<file path="src/rtl/cmt_pkg.sv">
package cmt_pkg;

  // Counter value after one counting step: clear on compare, else increment.
  function automatic logic [31:0] cmt_next_count(input logic [31:0] cnt,
                                                 input logic [31:0] cmp);
    return (cnt == cmp) ? 32'd0 : cnt + 32'd1;
  endfunction

  // Control/status write: status bits can only be cleared, others are loaded.
  function automatic logic [15:0] cmt_csr_merge(input logic [15:0] old_v,
                                                input logic [15:0] wr_v,
                                                input logic [15:0] stat_mask);
    return (old_v & wr_v & stat_mask) | (wr_v & ~stat_mask);
  endfunction

endpackage

</file>
<file path="src/rtl/cmt_prescaler.sv">
module cmt_prescaler #(
  parameter int DIV_LOG2 = 3
) (
  input  logic clk,
  input  logic rst_n,
  input  logic run,
  input  logic restart,
  output logic tick
);
  logic [DIV_LOG2-1:0] phase_q;

  always_ff @(posedge clk) begin
    if (!rst_n)                phase_q <= '0;
    else if (restart || !run)  phase_q <= '0;
    else                       phase_q <= phase_q + 1'b1;
  end

  assign tick = run && (phase_q == '1);
endmodule

</file>
<file path="src/rtl/cmt_channel.sv">
module cmt_channel
  import cmt_pkg::*;
#(
  parameter int CNT_W    = 32,
  parameter int DIV_LOG2 = 3,
  parameter bit WIDE     = 1'b1
) (
  input  logic             clk,
  input  logic             rst_n,
  input  logic             run,
  input  logic             csr_we,
  input  logic             cnt_we,
  input  logic             cmp_we,
  input  logic [31:0]      wdata,
  output logic [CNT_W-1:0] cnt_q,
  output logic [CNT_W-1:0] cmp_q,
  output logic [15:0]      csr_q,
  output logic             tick_o,
  output logic             match_o,
  output logic             irq_o
);
  localparam int          FLAG_BIT  = WIDE ? 15 : 7;
  localparam int          OVR_BIT   = 14;
  localparam int          IE_BIT    = WIDE ? 5 : 6;
  localparam logic [15:0] STAT_MASK = WIDE ? 16'hC000 : 16'h0080;

  logic        tick;
  logic        match;
  logic [15:0] csr_nxt;

  cmt_prescaler #(.DIV_LOG2(DIV_LOG2)) u_pre (
    .clk    (clk),
    .rst_n  (rst_n),
    .run    (run),
    .restart(cnt_we),
    .tick   (tick)
  );

  assign match = tick && !cnt_we && (cnt_q == cmp_q);

  always_ff @(posedge clk) begin
    if (!rst_n)       cnt_q <= '0;
    else if (cnt_we)  cnt_q <= wdata[CNT_W-1:0];
    else if (tick)    cnt_q <= CNT_W'(cmt_next_count(32'(cnt_q), 32'(cmp_q)));
  end

  always_ff @(posedge clk) begin
    if (!rst_n)       cmp_q <= '1;
    else if (cmp_we)  cmp_q <= wdata[CNT_W-1:0];
  end

  always_comb begin
    csr_nxt = csr_we ? cmt_csr_merge(csr_q, wdata[15:0], STAT_MASK) : csr_q;
    if (match) begin
      if (WIDE && csr_nxt[FLAG_BIT]) csr_nxt[OVR_BIT] = 1'b1;
      csr_nxt[FLAG_BIT] = 1'b1;
    end
  end

  always_ff @(posedge clk) begin
    if (!rst_n) csr_q <= '0;
    else        csr_q <= csr_nxt;
  end

  assign tick_o  = tick;
  assign match_o = match;
  assign irq_o   = csr_q[FLAG_BIT] & csr_q[IE_BIT];
endmodule

</file>
<file path="src/rtl/cmt_timer.sv">
module cmt_timer #(
  parameter int NUM_CH   = 2,
  parameter bit WIDE     = 1'b1,
  parameter int ADDR_W   = 8,
  parameter int DIV_LOG2 = WIDE ? 3 : 9
) (
  input  logic              clk,
  input  logic              rst_n,
  input  logic              bus_sel,
  input  logic              bus_wr,
  input  logic [ADDR_W-1:0] bus_addr,
  input  logic [31:0]       bus_wdata,
  output logic [31:0]       bus_rdata,
  output logic [NUM_CH-1:0] irq
);
  localparam int CNT_W     = WIDE ? 32 : 16;
  localparam int SLOT_LOG2 = WIDE ? 4 : 3;
  localparam int REG_LOG2  = WIDE ? 2 : 1;
  localparam int IDX_W     = SLOT_LOG2 - REG_LOG2;

  logic                         wr_stb;
  logic [ADDR_W-1:0]            slot;
  logic [IDX_W-1:0]             ridx;
  logic                         aligned;
  logic [NUM_CH-1:0]            run_q;
  logic [NUM_CH-1:0]            csr_we_w, cnt_we_w, cmp_we_w;
  logic [NUM_CH-1:0]            tick_w, match_w;
  logic [NUM_CH-1:0][CNT_W-1:0] cnt_w, cmp_w;
  logic [NUM_CH-1:0][15:0]      csr_w;

  assign wr_stb  = bus_sel && bus_wr;
  assign slot    = ADDR_W'(bus_addr >> SLOT_LOG2);
  assign ridx    = bus_addr[SLOT_LOG2-1:REG_LOG2];
  assign aligned = (bus_addr[REG_LOG2-1:0] == '0);

  always_ff @(posedge clk) begin
    if (!rst_n)                          run_q <= '0;
    else if (wr_stb && bus_addr == '0)   run_q <= bus_wdata[NUM_CH-1:0];
  end

  for (genvar c = 0; c < NUM_CH; c++) begin : g_ch
    logic hit;
    assign hit         = wr_stb && aligned && (slot == ADDR_W'(c + 1));
    assign csr_we_w[c] = hit && (ridx == IDX_W'(0));
    assign cnt_we_w[c] = hit && (ridx == IDX_W'(1));
    assign cmp_we_w[c] = hit && (ridx == IDX_W'(2));

    cmt_channel #(.CNT_W(CNT_W), .DIV_LOG2(DIV_LOG2), .WIDE(WIDE)) u_ch (
      .clk    (clk),
      .rst_n  (rst_n),
      .run    (run_q[c]),
      .csr_we (csr_we_w[c]),
      .cnt_we (cnt_we_w[c]),
      .cmp_we (cmp_we_w[c]),
      .wdata  (bus_wdata),
      .cnt_q  (cnt_w[c]),
      .cmp_q  (cmp_w[c]),
      .csr_q  (csr_w[c]),
      .tick_o (tick_w[c]),
      .match_o(match_w[c]),
      .irq_o  (irq[c])
    );
  end

  always_comb begin
    bus_rdata = '0;
    if (bus_sel) begin
      if (bus_addr == '0) bus_rdata = 32'(run_q);
      for (int c = 0; c < NUM_CH; c++) begin
        if (aligned && slot == ADDR_W'(c + 1)) begin
          case (ridx)
            IDX_W'(0): bus_rdata = 32'(csr_w[c]);
            IDX_W'(1): bus_rdata = 32'(cnt_w[c]);
            IDX_W'(2): bus_rdata = 32'(cmp_w[c]);
            default:   bus_rdata = '0;
          endcase
        end
      end
    end
  end
endmodule

</file>
<file path="config.mk">
export PLATFORM = sky130hd
export DESIGN_NAME = cmt_timer
export DESIGN_NICKNAME = d
export VERILOG_FILES = /design/src/rtl/cmt_pkg.sv /design/src/rtl/cmt_prescaler.sv /design/src/rtl/cmt_channel.sv /design/src/rtl/cmt_timer.sv
export SDC_FILE = /design/constraint.sdc
export NUM_CORES = 1
export LEC_CHECK = 0
export BUFFER_PORTS_ARGS = -buffer_cell sky130_fd_sc_hd__buf_2
export CORE_MARGIN = 5
export CORE_UTILIZATION = 35
export DETAILED_ROUTE_END_ITERATION = 8
export PLACE_DENSITY = 0.55
export SETUP_SLACK_MARGIN = 0.1
export SLEW_MARGIN = 25
export SYNTH_ARGS = -nofsm -noshare
export SYNTH_HDL_FRONTEND = slang
export SYNTH_SLANG_ARGS = --single-unit
</file>
<file path="constraint.sdc">
create_clock -name clk -period 2.4 [get_ports clk]
set_input_delay 0.12 -clock clk [delete_from_list [all_inputs] [get_ports clk]]
set_output_delay 0.12 -clock clk [all_outputs]
set_load 0.01 [all_outputs]
</file>
==> impl_metrics.ini <==
[synth]
synth_fp_nets = 1302
ys_seq_area_share_pct = 35.07
postSynthAreaPerCell_um2 = 7.660
ys_seq_elements = 168
yosys_most_used_dff = dfxtp_1
async_reset_ff_share_pct = 0
synthCells = 1252
synth_cell_type_count = 50
synthesis.area_mm2 = 0.009590
synth_edf_count = 0
synth_warnings = 0

[cts]
clock_latency_ns = 0.43
cts.sinks = 168
root_buffer = clkbuf_16
cts_tree = yes
clk_pin_slew_worst_paths_ns = 0.07
cts_buffers = 17
max-clock-path-buffers = 2
htree_levels = 4

[global_routing]
grt_start_max_net_pins = 39
grt_pass1_vias = 8990
antenna_found_initial = 0
grt_usage_pct = 22.73
met1_usage_pct = 31.83
grt.busiest_layer = met2
grt_overflow = 0
grtUsageMet3_pct = 3.293
grt_pass1_wl_mm = 54.34
use_met2_pct = 36.75

[timing]
fin_skew_ns = 0.01480
slew_headroom_pct = 46.33
rsz0062_at_grt = false
setup_viol = 0
fmax_ghz = 0.4572
drv_slew = 0
finalHoldViolations = 0
fin_tns_setup_ns = 0
whs_ns = 0.02198
period_needed_ns = 2.187
tightest_slew_ns = 0.8020
finalCritPeriodShare_pct = 91.13

[placed_design]
io_buffers = 77
gp_congestion = 0.9051
hpwl_mm = 26.28
dpl_cell_area_mm2 = 0.01072

[route]
drcViolationCount = 0
initialDrtViolationCount = 1062
vias = 9633
ant_nets = 0
firstDrtPassIters = 6
drt-total-wl_mm = 35.94
wl_per_cell_um = 21.20
routed_via_density = 5.683

[critical_path]
r2r-start = g_ch[1].u_ch.cnt_q[8]
crit_fanout = 6
r2r_end = g_ch[1].u_ch.cnt_q[23]
ff2ff_setup_slack_ns = 0.21
crit_buf_inv = 3
worst_r2r_path_depth = 9
crit_type = flip-flop to flip-flop
cp-end-kind = flip-flop
critPathArrivalTime_ns = 2.50
critPathMaxStageDelay_ns = 0.32
cp-start-kind = flip-flop
crit_required_ns = 2.71
path_cells = buf_4 -> xor2_2 -> nor4_2 -> nand4_1 -> o21ai_4 -> buf_12 -> buf_12 -> o21ai_0 -> a221o_1
cpMostUsedCell = buf_12
critPathTopFamily = compound AO/OA/AOI/OAI gates
slowest_stage = dfxtp_1

[hold_path]
hold_class = primary input to flip-flop
whs_endpoint = g_ch[0].u_ch.cmp_q[29]
hold_path_depth = 3
hold_start = bus_wdata[29]

[floorplanning]
rows = 60
pin_count = 78
die_h_um = 175.5
die_width_um = 175.5
initial_core_util_pct = 35.58
core_region_area_mm2 = 0.02695
dieArea_mm2 = 0.03081

[run_status]
run_status = finished, final reports clean

[pwr]
power_density_mw_per_mm2 = 528.6
ir_worst_vdd_v = 0.0004862
leakagePower_nw = 4.927

[layout]
area_growth_pct = 20.01
final_cell_area_mm2 = 0.01151
drive_gt1_share_pct = 16.91
fillers = 2716
diodes = 0
layout.nets = 1391

[run]
drv_cap = 0
## per-stage QoR
step	util, %	cells	worst slack (ns)	total power [mW]
finish	42.71	1695	0.2129	6.084
detailed placement	39.78	1656	0.08947	3.282
global placement	39.78	1656	0.1571	3.281
floorplan	-	1252	0.2870	3.057
global route	42.71	1695	0.09419	6.260
CTS	42.11	1690	0.09530	6.113
## cell usage in the layout, fill, tap and decap left out, drive strengths merged, types with 2 or more instances in the layout
| master | n |
|---|---|
| nor2b | 5 |
| or4 | 2 |
| nand2b | 3 |
| xor2 | 85 |
| o22a | 7 |
| a221o | 7 |
| nor3 | 15 |
| xnor2 | 16 |
| nor2 | 99 |
| bufinv | 2 |
| nand3 | 94 |
| dlygate4sd3 | 2 |
| a31oi | 3 |
| buf | 166 |
| clkinvlp | 3 |
| o21ai | 67 |
| and3 | 39 |
| o211ai | 3 |
| nor3b | 6 |
| nand3b | 4 |
| clkinv | 5 |
| nand4 | 17 |
| nor4 | 22 |
| inv | 10 |
| ha | 6 |
| a22oi | 56 |
| o22ai | 42 |
| nand2 | 212 |
| a31o | 2 |
| or3 | 6 |
| a21oi | 51 |
| and4 | 6 |
| clkbuf | 25 |
| dfxtp | 168 |
| mux2i | 62 |
| and2 | 27 |
| a211oi | 3 |
| nor4b | 2 |
## worst max-delay path by stage
stage	from	end	slack (ns)	cells after the start
2_1_floorplan	g_ch[1].u_ch.cnt_q[0]	g_ch[1].u_ch.cnt_q[26]	0.29	8
3_3_place_gp	g_ch[1].u_ch.cnt_q[7]	g_ch[1].u_ch.cnt_q[27]	0.16	6
3_5_place_dp	g_ch[1].u_ch.cnt_q[7]	g_ch[1].u_ch.cnt_q[27]	0.09	6
4_1_cts	g_ch[1].u_ch.cnt_q[7]	g_ch[1].u_ch.cnt_q[26]	0.1	8
5_1_grt	g_ch[1].u_ch.cnt_q[7]	g_ch[1].u_ch.cnt_q[26]	0.09	8
6_report	g_ch[1].u_ch.cnt_q[8]	g_ch[1].u_ch.cnt_q[23]	0.21	9
## synth_stat cells, types with 7 or more instances
library cell  instances  area, µm²
a21oi_1              51      255.2
a221o_1               7      70.07
a22oi_1              56      420.4
and2_1               26      162.7
and3_1               39      244.0
buf_1                 8      30.03
buf_2                10      50.05
clkbuf_1             77      289.0
dfxtp_1             168       3363
inv_1                10      37.54
mux2i_1              62      620.6
nand2_1             210      788.3
nand3_1              94      470.5
nand4_1              15      93.84
nor2_1               99      371.6
nor3_1               14      70.07
nor4_1               22      137.6
o21ai_0              62      310.3
o22a_1                7      61.31
o22ai_1              42      262.8
xnor2_1              16      140.1
xor2_1               85      744.5
## worst min-delay path, stage by stage
cell     delay (ns)
buf_2          0.15
nand2_1        0.07
nand3_1        0.06
## kinds of logic (layout without fill, tap and decap cells)
logic type               Yosys count  in the layout  synth area share (%)
AND/OR/NAND/NOR                  560            560                 27.89
AO/OA/AOI/OAI                    244            244                 15.84
flip-flops                       168            168                 35.07
buffers and inverters            111            213                 4.723
XOR/XNOR                         101            101                 9.224
multiplexers                      62             62                 6.471
adder cells (fa/ha/maj)            6              6                0.7828
## sequential cells by signal, summed over array words and instances, names as in the netlist
register and cells:
g_ch.u_ch.cmp_q 64, g_ch.u_ch.cnt_q 64, g_ch.u_ch.csr_q 32, g_ch.u_ch.u_pre.phase_q 6, run_q 2
## timing repair
item                                    CTS  global route
endpoints found under the setup margin    1            13
pin swaps                                 0             7
setup buffers                             0             2
gates resized for setup                   1            13
hold buffers                              2             0
endpoints found under the hold margin     2             0
gates cloned                              0             3
## layout make-up
cell class                      count  area, µm²  share of cell area [%]
Clock buffer                       22      484.2                   4.207
Clock inverter                     10      118.9                   1.033
Inverter                           10      37.54                  0.3261
Multi-Input combinational cell    973       5863                   50.94
Sequential cell                   168       3368                   29.26
Tap cell                          341      426.7                   3.707
Timing Repair Buffer              171       1211                   10.52
## layer usage
| metal | share of wire, % | vias to the layer above | routed length, µm |
|---|---|---|---|
| li1 | - | 4579 | - |
| met1 | 45 | 4660 | 16120 |
| met2 | 47 | 346 | 16900 |
| met3 | 6.0 | 48 | 2143 |
| met4 | 2.2 | 0 | 779 |
| met5 | 0 | - | 0 |
## report_power, final
| group | switching (mW) | internal (mW) |
|---|---|---|
| combinational | 0.299 | 0.124 |
| clock | 1.21 | 1.65 |
| sequential | 0.0121 | 2.80 |
Power figures use the tool's default switching activity.
